===== src/rtl/tsi_pkg.sv =====
`timescale 1ns/1ps
package tsi_pkg;
   // Connect entry layout; the neighbouring logic decodes these fields
   localparam int ENTRY_W = 8;
   localparam int EN_BIT  = 7;
   localparam int SRC_LSB = 5;
endpackage


===== src/rtl/tsi_frame_timer.sv =====
`timescale 1ns/1ps
module tsi_frame_timer #(
   parameter int CH_W      = 5,
   parameter int BIT_W     = 3,
   parameter int PH_W      = 1,
   parameter int SAMPLE_PH = 1,
   localparam int POS_W    = CH_W + BIT_W + PH_W
) (
   input  logic             clk,
   input  logic             rst_n,
   input  logic             frame_sync,
   output logic             active,
   output logic [CH_W-1:0]  slot,
   output logic [BIT_W-1:0] bit_idx,
   output logic             sample_en,
   output logic             byte_done,
   output logic             wr_bank,
   output logic             rd_bank
);
   logic [POS_W-1:0] cnt_q;
   logic [POS_W-1:0] pos;
   logic [PH_W-1:0]  phase;
   logic             synced_q;
   logic             bank_q;

   // the strobe cycle is position zero, whatever the counter holds
   assign pos     = frame_sync ? '0 : cnt_q;
   assign slot    = pos[POS_W-1 -: CH_W];
   assign bit_idx = pos[PH_W +: BIT_W];
   assign phase   = pos[PH_W-1:0];
   assign active  = synced_q | frame_sync;

   assign sample_en = active && (phase == PH_W'(SAMPLE_PH));
   assign byte_done = sample_en && (&bit_idx);
   assign wr_bank   = bank_q;
   assign rd_bank   = ~bank_q;

   always_ff @(posedge clk or negedge rst_n) begin
      if (!rst_n) begin
         cnt_q    <= '0;
         synced_q <= 1'b0;
         bank_q   <= 1'b0;
      end else begin
         cnt_q <= pos + POS_W'(1);
         if (frame_sync) synced_q <= 1'b1;
         if (active && (&pos)) bank_q <= ~bank_q;
      end
   end
endmodule


===== src/rtl/tsi_serial_rx.sv =====
`timescale 1ns/1ps
module tsi_serial_rx #(
   parameter int BYTE_W = 8
) (
   input  logic              clk,
   input  logic              rst_n,
   input  logic              shift_en,
   input  logic              din,
   output logic [BYTE_W-1:0] byte_o
);
   logic [BYTE_W-2:0] sh_q;

   // the newest bit completes the byte in the same cycle it is sampled
   assign byte_o = {sh_q, din};

   always_ff @(posedge clk or negedge rst_n) begin
      if (!rst_n)        sh_q <= '0;
      else if (shift_en) sh_q <= {sh_q[BYTE_W-3:0], din};
   end
endmodule


===== src/rtl/tsi_data_mem.sv =====
`timescale 1ns/1ps
module tsi_data_mem #(
   parameter int N_STREAMS = 2,
   parameter int N_CH      = 32,
   parameter int BYTE_W    = 8,
   localparam int STR_W    = $clog2(N_STREAMS),
   localparam int CH_W     = $clog2(N_CH)
) (
   input  logic                              clk,
   input  logic                              rst_n,
   input  logic                              we,
   input  logic                              wr_bank,
   input  logic [CH_W-1:0]                   wr_ch,
   input  logic [N_STREAMS-1:0][BYTE_W-1:0]  wr_byte,
   input  logic                              rd_bank,
   input  logic [N_STREAMS-1:0][STR_W-1:0]   rd_src,
   input  logic [N_STREAMS-1:0][CH_W-1:0]    rd_ch,
   output logic [N_STREAMS-1:0][BYTE_W-1:0]  rd_byte
);
   logic [BYTE_W-1:0] mem_q [2][N_STREAMS][N_CH];

   always_ff @(posedge clk or negedge rst_n) begin
      if (!rst_n) begin
         for (int b = 0; b < 2; b++)
            for (int s = 0; s < N_STREAMS; s++)
               for (int c = 0; c < N_CH; c++)
                  mem_q[b][s][c] <= '0;
      end else if (we) begin
         for (int s = 0; s < N_STREAMS; s++)
            mem_q[wr_bank][s][wr_ch] <= wr_byte[s];
      end
   end

   always_comb begin
      for (int o = 0; o < N_STREAMS; o++)
         rd_byte[o] = mem_q[rd_bank][rd_src[o]][rd_ch[o]];
   end
endmodule


===== src/rtl/tsi_connect_mem.sv =====
`timescale 1ns/1ps
module tsi_connect_mem #(
   parameter int N_STREAMS = 2,
   parameter int N_CH      = 32,
   parameter int ENTRY_W   = 8,
   localparam int CH_W     = $clog2(N_CH)
) (
   input  logic                              clk,
   input  logic                              rst_n,
   input  logic                              we,
   input  logic [CH_W-1:0]                   ch,
   input  logic [N_STREAMS-1:0][ENTRY_W-1:0] wr_entry,
   output logic [N_STREAMS-1:0][ENTRY_W-1:0] rd_entry
);
   logic [ENTRY_W-1:0] cm_q [N_STREAMS][N_CH];

   // an entry is written on the last edge of its own slot, so it
   // governs that slot only from the next frame onward
   always_ff @(posedge clk or negedge rst_n) begin
      if (!rst_n) begin
         for (int s = 0; s < N_STREAMS; s++)
            for (int c = 0; c < N_CH; c++)
               cm_q[s][c] <= '0;
      end else if (we) begin
         for (int s = 0; s < N_STREAMS; s++)
            cm_q[s][ch] <= wr_entry[s];
      end
   end

   always_comb begin
      for (int s = 0; s < N_STREAMS; s++)
         rd_entry[s] = cm_q[s][ch];
   end
endmodule


===== src/rtl/tsi_switch.sv =====
`timescale 1ns/1ps
module tsi_switch #(
   parameter int N_STREAMS   = 2,
   parameter int N_CH        = 32,
   parameter int BYTE_W      = 8,
   parameter int CLK_PER_BIT = 2
) (
   input  logic                 clk,
   input  logic                 rst_n,
   input  logic                 frame_sync,
   input  logic                 glob_oe,
   input  logic [N_STREAMS-1:0] data_in,
   input  logic [N_STREAMS-1:0] ctrl_in,
   output logic [N_STREAMS-1:0] ser_out,
   output logic [N_STREAMS-1:0] ser_oe
);
   import tsi_pkg::*;

   localparam int CH_W      = $clog2(N_CH);
   localparam int BIT_W     = $clog2(BYTE_W);
   localparam int PH_W      = $clog2(CLK_PER_BIT);
   localparam int STR_W     = $clog2(N_STREAMS);
   localparam int SAMPLE_PH = (CLK_PER_BIT * 3) / 4;

   // elaboration-time parameter checks
   if ((1 << CH_W) != N_CH)               begin : g_bad_ch   $error("N_CH must be a power of two");        end
   if ((1 << BIT_W) != BYTE_W)            begin : g_bad_byte $error("BYTE_W must be a power of two");      end
   if ((1 << PH_W) != CLK_PER_BIT)        begin : g_bad_ph   $error("CLK_PER_BIT must be a power of two"); end
   if (CLK_PER_BIT < 2)                   begin : g_bad_cpb  $error("CLK_PER_BIT must be at least 2");     end
   if (N_STREAMS < 2 || (1 << STR_W) != N_STREAMS)
                                          begin : g_bad_str  $error("N_STREAMS must be a power of two >= 2"); end
   if (CH_W > SRC_LSB)                    begin : g_bad_cfld $error("channel field overlaps source field"); end
   if (SRC_LSB + STR_W > EN_BIT)          begin : g_bad_sfld $error("source field overlaps enable bit");    end
   if (BYTE_W < ENTRY_W)                  begin : g_bad_ctl  $error("control byte narrower than entry");    end

   logic                                 active;
   logic [CH_W-1:0]                      slot;
   logic [BIT_W-1:0]                     bit_idx;
   logic                                 sample_en;
   logic                                 byte_done;
   logic                                 wr_bank;
   logic                                 rd_bank;
   logic [N_STREAMS-1:0][BYTE_W-1:0]     d_byte;
   logic [N_STREAMS-1:0][BYTE_W-1:0]     c_byte;
   logic [N_STREAMS-1:0][ENTRY_W-1:0]    c_entry;
   logic [N_STREAMS-1:0][ENTRY_W-1:0]    entry;
   logic [N_STREAMS-1:0][STR_W-1:0]      src;
   logic [N_STREAMS-1:0][CH_W-1:0]       sch;
   logic [N_STREAMS-1:0][BYTE_W-1:0]     rd_byte;
   logic                                 unused_bits;

   tsi_frame_timer #(
      .CH_W(CH_W), .BIT_W(BIT_W), .PH_W(PH_W), .SAMPLE_PH(SAMPLE_PH)
   ) u_timer (
      .clk(clk), .rst_n(rst_n), .frame_sync(frame_sync),
      .active(active), .slot(slot), .bit_idx(bit_idx),
      .sample_en(sample_en), .byte_done(byte_done),
      .wr_bank(wr_bank), .rd_bank(rd_bank)
   );

   for (genvar s = 0; s < N_STREAMS; s++) begin : g_lane
      tsi_serial_rx #(.BYTE_W(BYTE_W)) u_data_rx (
         .clk(clk), .rst_n(rst_n), .shift_en(sample_en),
         .din(data_in[s]), .byte_o(d_byte[s])
      );
      tsi_serial_rx #(.BYTE_W(BYTE_W)) u_ctrl_rx (
         .clk(clk), .rst_n(rst_n), .shift_en(sample_en),
         .din(ctrl_in[s]), .byte_o(c_byte[s])
      );
      assign c_entry[s] = c_byte[s][ENTRY_W-1:0];
      assign src[s]     = entry[s][SRC_LSB +: STR_W];
      assign sch[s]     = entry[s][CH_W-1:0];
      // MSB first: bit index i selects byte bit BYTE_W-1-i
      assign ser_oe[s]  = active & glob_oe & entry[s][EN_BIT];
      assign ser_out[s] = ser_oe[s] & rd_byte[s][~bit_idx];
   end

   tsi_data_mem #(
      .N_STREAMS(N_STREAMS), .N_CH(N_CH), .BYTE_W(BYTE_W)
   ) u_dmem (
      .clk(clk), .rst_n(rst_n), .we(byte_done),
      .wr_bank(wr_bank), .wr_ch(slot), .wr_byte(d_byte),
      .rd_bank(rd_bank), .rd_src(src), .rd_ch(sch), .rd_byte(rd_byte)
   );

   tsi_connect_mem #(
      .N_STREAMS(N_STREAMS), .N_CH(N_CH), .ENTRY_W(ENTRY_W)
   ) u_cmem (
      .clk(clk), .rst_n(rst_n), .we(byte_done), .ch(slot),
      .wr_entry(c_entry), .rd_entry(entry)
   );

   // entry don't-care bits and surplus control bits are intentionally dropped
   assign unused_bits = ^{entry, c_byte};
endmodule


===== config.mk =====
export PLATFORM = sky130hd
export DESIGN_NAME = tsi_switch
export DESIGN_NICKNAME = d
export VERILOG_FILES = /design/src/rtl/tsi_pkg.sv /design/src/rtl/tsi_frame_timer.sv /design/src/rtl/tsi_serial_rx.sv /design/src/rtl/tsi_data_mem.sv /design/src/rtl/tsi_connect_mem.sv /design/src/rtl/tsi_switch.sv
export SDC_FILE = /design/constraint.sdc
export NUM_CORES = 2
export LEC_CHECK = 0
export ABC_AREA = 1
export BUFFER_PORTS_ARGS = -buffer_cell sky130_fd_sc_hd__buf_2
export CAP_MARGIN = 25
export CORE_AREA = 2 2 462 464
export DETAILED_ROUTE_END_ITERATION = 8
export DIE_AREA = 0 0 464 466
export PLACE_DENSITY = 0.51
export SLEW_MARGIN = 20
export SYNTH_ARGS = -nofsm -noshare
export SYNTH_HDL_FRONTEND = slang
export SYNTH_SLANG_ARGS = --single-unit

===== constraint.sdc =====
create_clock -name clk -period 3.27 [get_ports clk]
set_input_delay 0.1635 -clock clk [delete_from_list [all_inputs] [get_ports clk]]
set_output_delay 0.1635 -clock clk [all_outputs]
set_load 0.1 [all_outputs]

# Word-level counts from Yosys, hierarchy flattened
# Cells that the tools add are included.
[totals] regBits=1575 input_bits=8 out_inout_bits=4 wordCells=268
[op_classes] n_addsub=1 n_lt_le_gt_ge=10 mux=36 n_bitwise=15 n_reduce_logical=7
[ops] cell="$bwmux 1024" count=2
[ops] cell="$mux 512" count=4
[ops] cell="$mux 256" count=7
[ops] cell="$demux 512 s1" count=2
[ops] cell="$bwmux 256" count=2
[ops] cell="$bmux 8 s5" count=4
[ops] cell="$mux 8" count=9
[ops] cell="$demux 8 s5" count=1
[ops] cell="$ge 6x6->1 const B" count=3
[ops] cell="$not 5->6" count=3
[ops] cell="$add 9x1->9 const B" count=1
[ops] cell="$mux 9" count=1
[ops] cell="$reduce_and 9->1" count=1
[ops] cell="$ge 2x2->1 const B" count=4
[ops] cell="$not 1->2" count=4
[ops] cell="$bmux 1 s3" count=2
[ops] cell="$lt 6x1->1 const B" count=1
[ops] cell="$and 1x1->1" count=5
[ops] cell="$logic_and 1x1->1" count=5
[ops] cell="$lt 3x4->1 const B" count=1
[ops] cell="$not 3->3" count=1
[ops] cell="$reduce_and 3->1" count=1
[ops] cell="$lt 2x1->1 const B" count=1
[ops] cell="$mux 1" count=2
[ops] cell="other kinds (2)" count=2

# Longest topological paths before layout
[logic_depth] depth_word=15 mapped_depth=28 mapped_depth_nobuf=23

# Cells and area by module
# A second synthesis with hierarchy kept.
[unflattened] cells_unflattened=10383 hier_area_um2=77396.7
[by_module_without_submodules] module="tsi_data_mem" n_inst=1 cells_each=6889 area_per_inst_um2=51603.2 seq_area_each_um2=25624.6
[by_module_without_submodules] module="tsi_connect_mem" n_inst=1 cells_each=3244 area_per_inst_um2=23832.9 seq_area_each_um2=12812.3
[by_module_without_submodules] module="tsi_serial_rx" n_inst=4 cells_each=31 area_per_inst_um2=276.5 seq_area_each_um2=175.2
[by_module_without_submodules] module="tsi_frame_timer" n_inst=1 cells_each=71 area_per_inst_um2=610.6 seq_area_each_um2=275.3
[by_module_without_submodules] module="tsi_switch" n_inst=1 cells_each=55 area_per_inst_um2=244.0 seq_area_each_um2=0.0

# Worst setup path before layout
# No wires, ideal clock.
[synth_timing] kind="flip-flop to output port" startpoint="register u_timer.cnt_q[4]" endpoint="output ser_out[0]" arrival_time_ns=5.601 required_ns=3.107 slack_ns=-2.495 path_stages_with_launch=17 path_buffers=7 path_cell_list="dfrtp_1 > buf_4 > inv_2 > nor2_4 > buf_4 > nand2_1 > buf_4 > buf_6 > buf_6 > buf_2 > clkbuf_1 > o22ai_1 > o21ai_0 > nand3_1 > nor3_1 > nand2_1 > nor2_1"
[synth_via] elab_cells_between_ends=17 classes_between="12 x mux; 5 x bitwise"
[synth_lines] element="start: declaration" line="tsi_frame_timer.sv:20" text="logic [POS_W-1:0] cnt_q;"
[synth_lines] element="start signal: assignment" line="tsi_frame_timer.sv:44" text="cnt_q <= pos + POS_W'(1);"
[synth_lines] element="$mux 9" line="tsi_frame_timer.sv:27" text="assign pos = frame_sync ? '0 : cnt_q;"
[synth_lines] element="$not 5->6 (implied by the code)" line="tsi_connect_mem.sv:32" text="rd_entry[s] = cm_q[s][ch];"
[synth_lines] element="$bmux 8 s5" line="tsi_connect_mem.sv:32"
[synth_lines] element="$mux 8 (implied by the code) (2 in series)" line="tsi_connect_mem.sv:32"
[synth_lines] element="$and 1x1->1" line="tsi_switch.sv:74" text="assign ser_oe[s] = active & glob_oe & entry[s][EN_BIT];"
[synth_lines] element="net ser_oe[0]" line="tsi_switch.sv:15" text="output logic [N_STREAMS-1:0] ser_oe"
[synth_lines] element="$and 1x1->1" line="tsi_switch.sv:75" text="assign ser_out[s] = ser_oe[s] & rd_byte[s][~bit_idx];"
[synth_lines] element="end: declaration" line="tsi_switch.sv:14" text="output logic [N_STREAMS-1:0] ser_out,"
# The timed path passes the listed nets, and every way through them passes these cells. The select of a mux whose other input is x is not followed.

# Worst setup path after layout
[layout_timing] startpoint="register u_timer.cnt_q[4]" endpoint="output ser_out[1]"
[layout_via] elab_chain_len=15 elab_cells_between_ends=17 classes_between="12 x mux; 5 x bitwise"
[layout_lines] element="$mux 9 *" line="tsi_frame_timer.sv:27"
[layout_lines] element="$not 5->6 (implied by the code) *" line="tsi_connect_mem.sv:32"
[layout_lines] element="$bmux 8 s5 *" line="tsi_connect_mem.sv:32"
[layout_lines] element="$mux 8 (implied by the code) * (2 in series)" line="tsi_connect_mem.sv:32"
[layout_lines] element="$not 1->2 (implied by the code)" line="tsi_data_mem.sv:36" text="rd_byte[o] = mem_q[rd_bank][rd_src[o]][rd_ch[o]];"
[layout_lines] element="$mux 256 (implied by the code) (3 in series)" line="tsi_data_mem.sv:36"
[layout_lines] element="$bmux 8 s5" line="tsi_data_mem.sv:36"
[layout_lines] element="$mux 8 (implied by the code) (2 in series)" line="tsi_data_mem.sv:36"
[layout_lines] element="$bmux 1 s3" line="tsi_switch.sv:75"
[layout_lines] element="$mux 1 (implied by the code)" line="tsi_switch.sv:75"
[layout_lines] element="$and 1x1->1 *" line="tsi_switch.sv:75"
# Every way passes the cells marked *; elsewhere a longest branch is shown, timed or not. The select of a mux whose other input is x is not followed.

==> impl_metrics.json <==
{
  "outcome": "finished, violations left",
  "violations": "negative setup slack",
  "syn_avg_cell_area_sq_um": 7.706,
  "slew_headroom_pct": 26.28,
  "r2r_end": "u_dmem.mem_q[709]$_DFFE_PN0P_",
  "skew_ns": 0.06553,
  "dp_hpwl_um": 194700,
  "mostFrequentLayoutCell": "nand2_1",
  "layout_common_cells": "nand2_1, o21ai_0, dfrtp_1",
  "yosysUniqueCellTypes": 37,
  "tightest_slew_ns": 1.106,
  "cts_tree": "done",
  "hold_start": "data_in[1]",
  "grt_pass1_vias": 64730,
  "gp_congestion": 0.9597,
  "routed.top_layer": "met5",
  "hold_viol": 0,
  "path_clk_slew_ns": 0.06,
  "die_area_sq_um": 216200,
  "clock_latency_ns": 0.87,
  "routed_wl_um": 296200,
  "required_ns": 3.11,
  "initial_utilization_pct": 34.90,
  "drive_gt1_share_pct": 14.08,
  "clk_path_buf_depth": 3,
  "hp-class": "in -> reg",
  "finalCriticalPeriod_ns": 4.825,
  "ant_nets": 0,
  "seqCellArea_sq_um": 37820,
  "m1WireLength_um": 134000,
  "hold-path-endpoint": "g_lane[1].u_data_rx.sh_q[0]$_DFFE_PN0P_",
  "power_density_nw_per_um2": 465.7,
  "cp-start-kind": "register",
  "numPortBuffers": 11,
  "reg2regPathDepth": 11,
  "drt_iter0_drc": 8750,
  "synth_xor_area_share_pct": 0.05940,
  "syn_to_final_growth_pct": 22.32,
  "timing.hold.ws_ns": 0.06450,
  "cts_root_buf": "clkbuf_16",
  "die_w_um": 464,
  "synth_mux_area_share_pct": 1.412,
  "drc_errors": 0,
  "max_freq_mhz": 207.2,
  "via_count": 68920,
  "r2r_start": "u_timer.cnt_q[4]$_DFF_PN0_",
  "grtUsageTotal_pct": 26.56,
  "finalNetCount": 9853,
  "endpoint_kind": "output pin",
  "synth_area_sq_um": 73720,
  "nFillCells": 21260,
  "synth_seq_cells": 1511,
  "crit_type": "reg -> out",
  "met3_length_um": 18940,
  "syn_nets": 9577,
  "finalSetupViolations": 4,
  "yosys_most_used_dff": "dfrtp_1",
  "met2RoutedLength_um": 133500,
  "synthCells": 9567,
  "period_share_pct": 147.6,
  "cts_sinks": 1511,
  "synth_top_family_by_area": "simple AND/OR/NAND/NOR gates",
  "tns_ns": -3.866,
  "multi_input_area_sq_um": 32650,
  "crit_fanout": 7,
  "numCtsBuffers": 171,
  "async_flop_share_pct": 100.0,
  "synth_adder_area_share_pct": 0.03394,
  "grt_pass1_wl_um": 436100,
  "ff2ff_setup_slack_ns": 0.16,
  "synth_compound_area_share_pct": 14.26,
  "maxCapViolCount": 0,
  "die-height_um": 466,
  "synth-simple-area-share_pct": 27.12,
  "setup_ws_ns": -1.555,
  "ir_worst_vdd_mv": 0.5442,
  "htree_levels": 4,
  "synth_edf_count": 0,
  "viasPerCell": 5.381,
  "rsz0062_at_grt": "yes",
  "antenna_found_initial": 8,
  "whs_path_depth": 4,
  "dr.pass1.iters": 9,
  "ys_seq_area_share_pct": 51.29,
  "utilization_pct": 42.69,
  "yosysWarnings": 0,
  "grt_max_degree": 133,
  "fp-row-count": 169,
  "fp.coreArea_sq_um": 211200,
  "final_max_slew_viol_count": 0,
  "grt-ovfl-total": 0,
  "p_leak_nw": 41.51,
  "worstPathArrival_ns": 4.66,
  "wire_per_inst_um": 23.13,
  "io_pins": 12
}
final cells by class:
type,instances,area share (%)
Sequential cell,1511,41.94
Antenna cell,8,0.02220
Multi-Input combinational cell,7058,36.21
Clock buffer,250,5.509
Timing Repair Buffer,911,10.73
Tap cell,2821,3.914
Clock inverter,60,0.8090
Inverter,190,0.8603
synth_stat cells, types with 18 or more instances:
| cell | number | share of area, % |
|---|---|---|
| a21oi_1 | 53 | 0.36 |
| nor2_1 | 98 | 0.50 |
| nand3_1 | 1022 | 6.9 |
| inv_2 | 18 | 0.092 |
| o22ai_1 | 152 | 1.3 |
| buf_2 | 168 | 1.1 |
| buf_6 | 23 | 0.35 |
| buf_4 | 37 | 0.38 |
| clkbuf_1 | 560 | 2.9 |
| inv_1 | 167 | 0.85 |
| o21ai_0 | 1667 | 11 |
| dfrtp_1 | 1511 | 51 |
| mux2i_1 | 104 | 1.4 |
| o211ai_1 | 85 | 0.87 |
| nand2_1 | 3761 | 19 |
| buf_1 | 20 | 0.10 |
| o21ai_1 | 54 | 0.37 |
worst max-delay path by stage:
stage                               start    endpoint  cells after the start
4_1_cts        u_timer.cnt_q[4]$_DFF_PN0_  ser_out[0]                     26
5_1_grt        u_timer.cnt_q[4]$_DFF_PN0_  ser_out[0]                     29
2_1_floorplan  u_timer.cnt_q[4]$_DFF_PN0_  ser_out[0]                     17
3_5_place_dp                   frame_sync  ser_out[0]                     26
6_report       u_timer.cnt_q[4]$_DFF_PN0_  ser_out[1]                     27
3_3_place_gp                   frame_sync  ser_out[0]                     26
through the flow:
| step | area, sq um | power (W) | setup slack [ns] | std cells |
|---|---|---|---|---|
| floorplan | 73810 | 0.02050 | -0.2192 | 9567 |
| global placement | 81840 | 0.02265 | -1.234 | 12400 |
| detailed placement | 81850 | 0.02266 | -1.197 | 12400 |
| CTS | 88460 | 0.04223 | -1.569 | 12740 |
| global route | 90150 | 0.04335 | -1.712 | 12800 |
| finish | 90170 | 0.04199 | -1.555 | 12810 |
critical path, stage by stage, from the launching register on:
cell and delay, ns:
dfrtp_2 0.48, inv_4 0.11, nor2_4 0.06, buf_12 0.13
buf_6 0.13, nand2_1 0.06, nand2_1 0.05, nand2_1 0.07
nand2_2 0.08, nand2_4 0.11, nand2_2 0.07, nor2_4 0.20
nand2_8 0.17, buf_16 0.19, buf_4 0.14, buf_4 0.14
o21ai_1 0.18, nand2_1 0.08, nand3_1 0.16, nand3_2 0.13
nand3_4 0.14, buf_4 0.15, nand3_1 0.07, nand3_1 0.09
nand3_1 0.10, a21oi_2 0.23, nor2_4 0.10, buf_12 0.17
timing repair:
action,in CTS,in global routing
buffers inserted,13,38
gates cloned,7,25
pin swaps,20,46
endpoints found under the setup margin,4,5
hold endpoints to repair,1097,0
gates resized for setup,123,165
hold buffers,5,0
per-layer routing:
| layer | up-vias | GRT usage [%] |
|---|---|---|
| met5 | - | 0 |
| met4 | 4 | 8.375 |
| met3 | 445 | 3.374 |
| met2 | 2569 | 41.42 |
| met1 | 33830 | 38.27 |
| li1 | 32070 | - |
cell families (layout without fill, tap and decap cells):
| kind of cell | after synthesis | after routing |
|---|---|---|
| simple gates | 4930 | 4931 |
| fa+ha+maj | 2 | 2 |
| xor+xnor | 5 | 5 |
| compound gates | 2016 | 2016 |
| flops | 1511 | 1511 |
| mux | 104 | 104 |
| other cells | 0 | 8 |
| buf+inv | 999 | 1411 |
flip-flops by register name (all words and copies together), names as in the netlist:
signal and flops:
g_lane.u_data_rx.sh_q 14, g_lane.u_ctrl_rx.sh_q 14, u_cmem.cm_q 448, u_dmem.mem_q 1024, u_timer.cnt_q 9, u_timer.synced_q 1, u_timer.wr_bank 1
report_power, final:
part / switching [W] / leakage [nW] / internal [W] / total, W
Combinational: 0.00295 / 18.0 / 0.000767 / 0.00371
Clock: 0.00840 / 2.79 / 0.0110 / 0.0194
Sequential: 0.0000623 / 20.7 / 0.0188 / 0.0188
No activity file was read; power rests on OpenSTA's default activity.
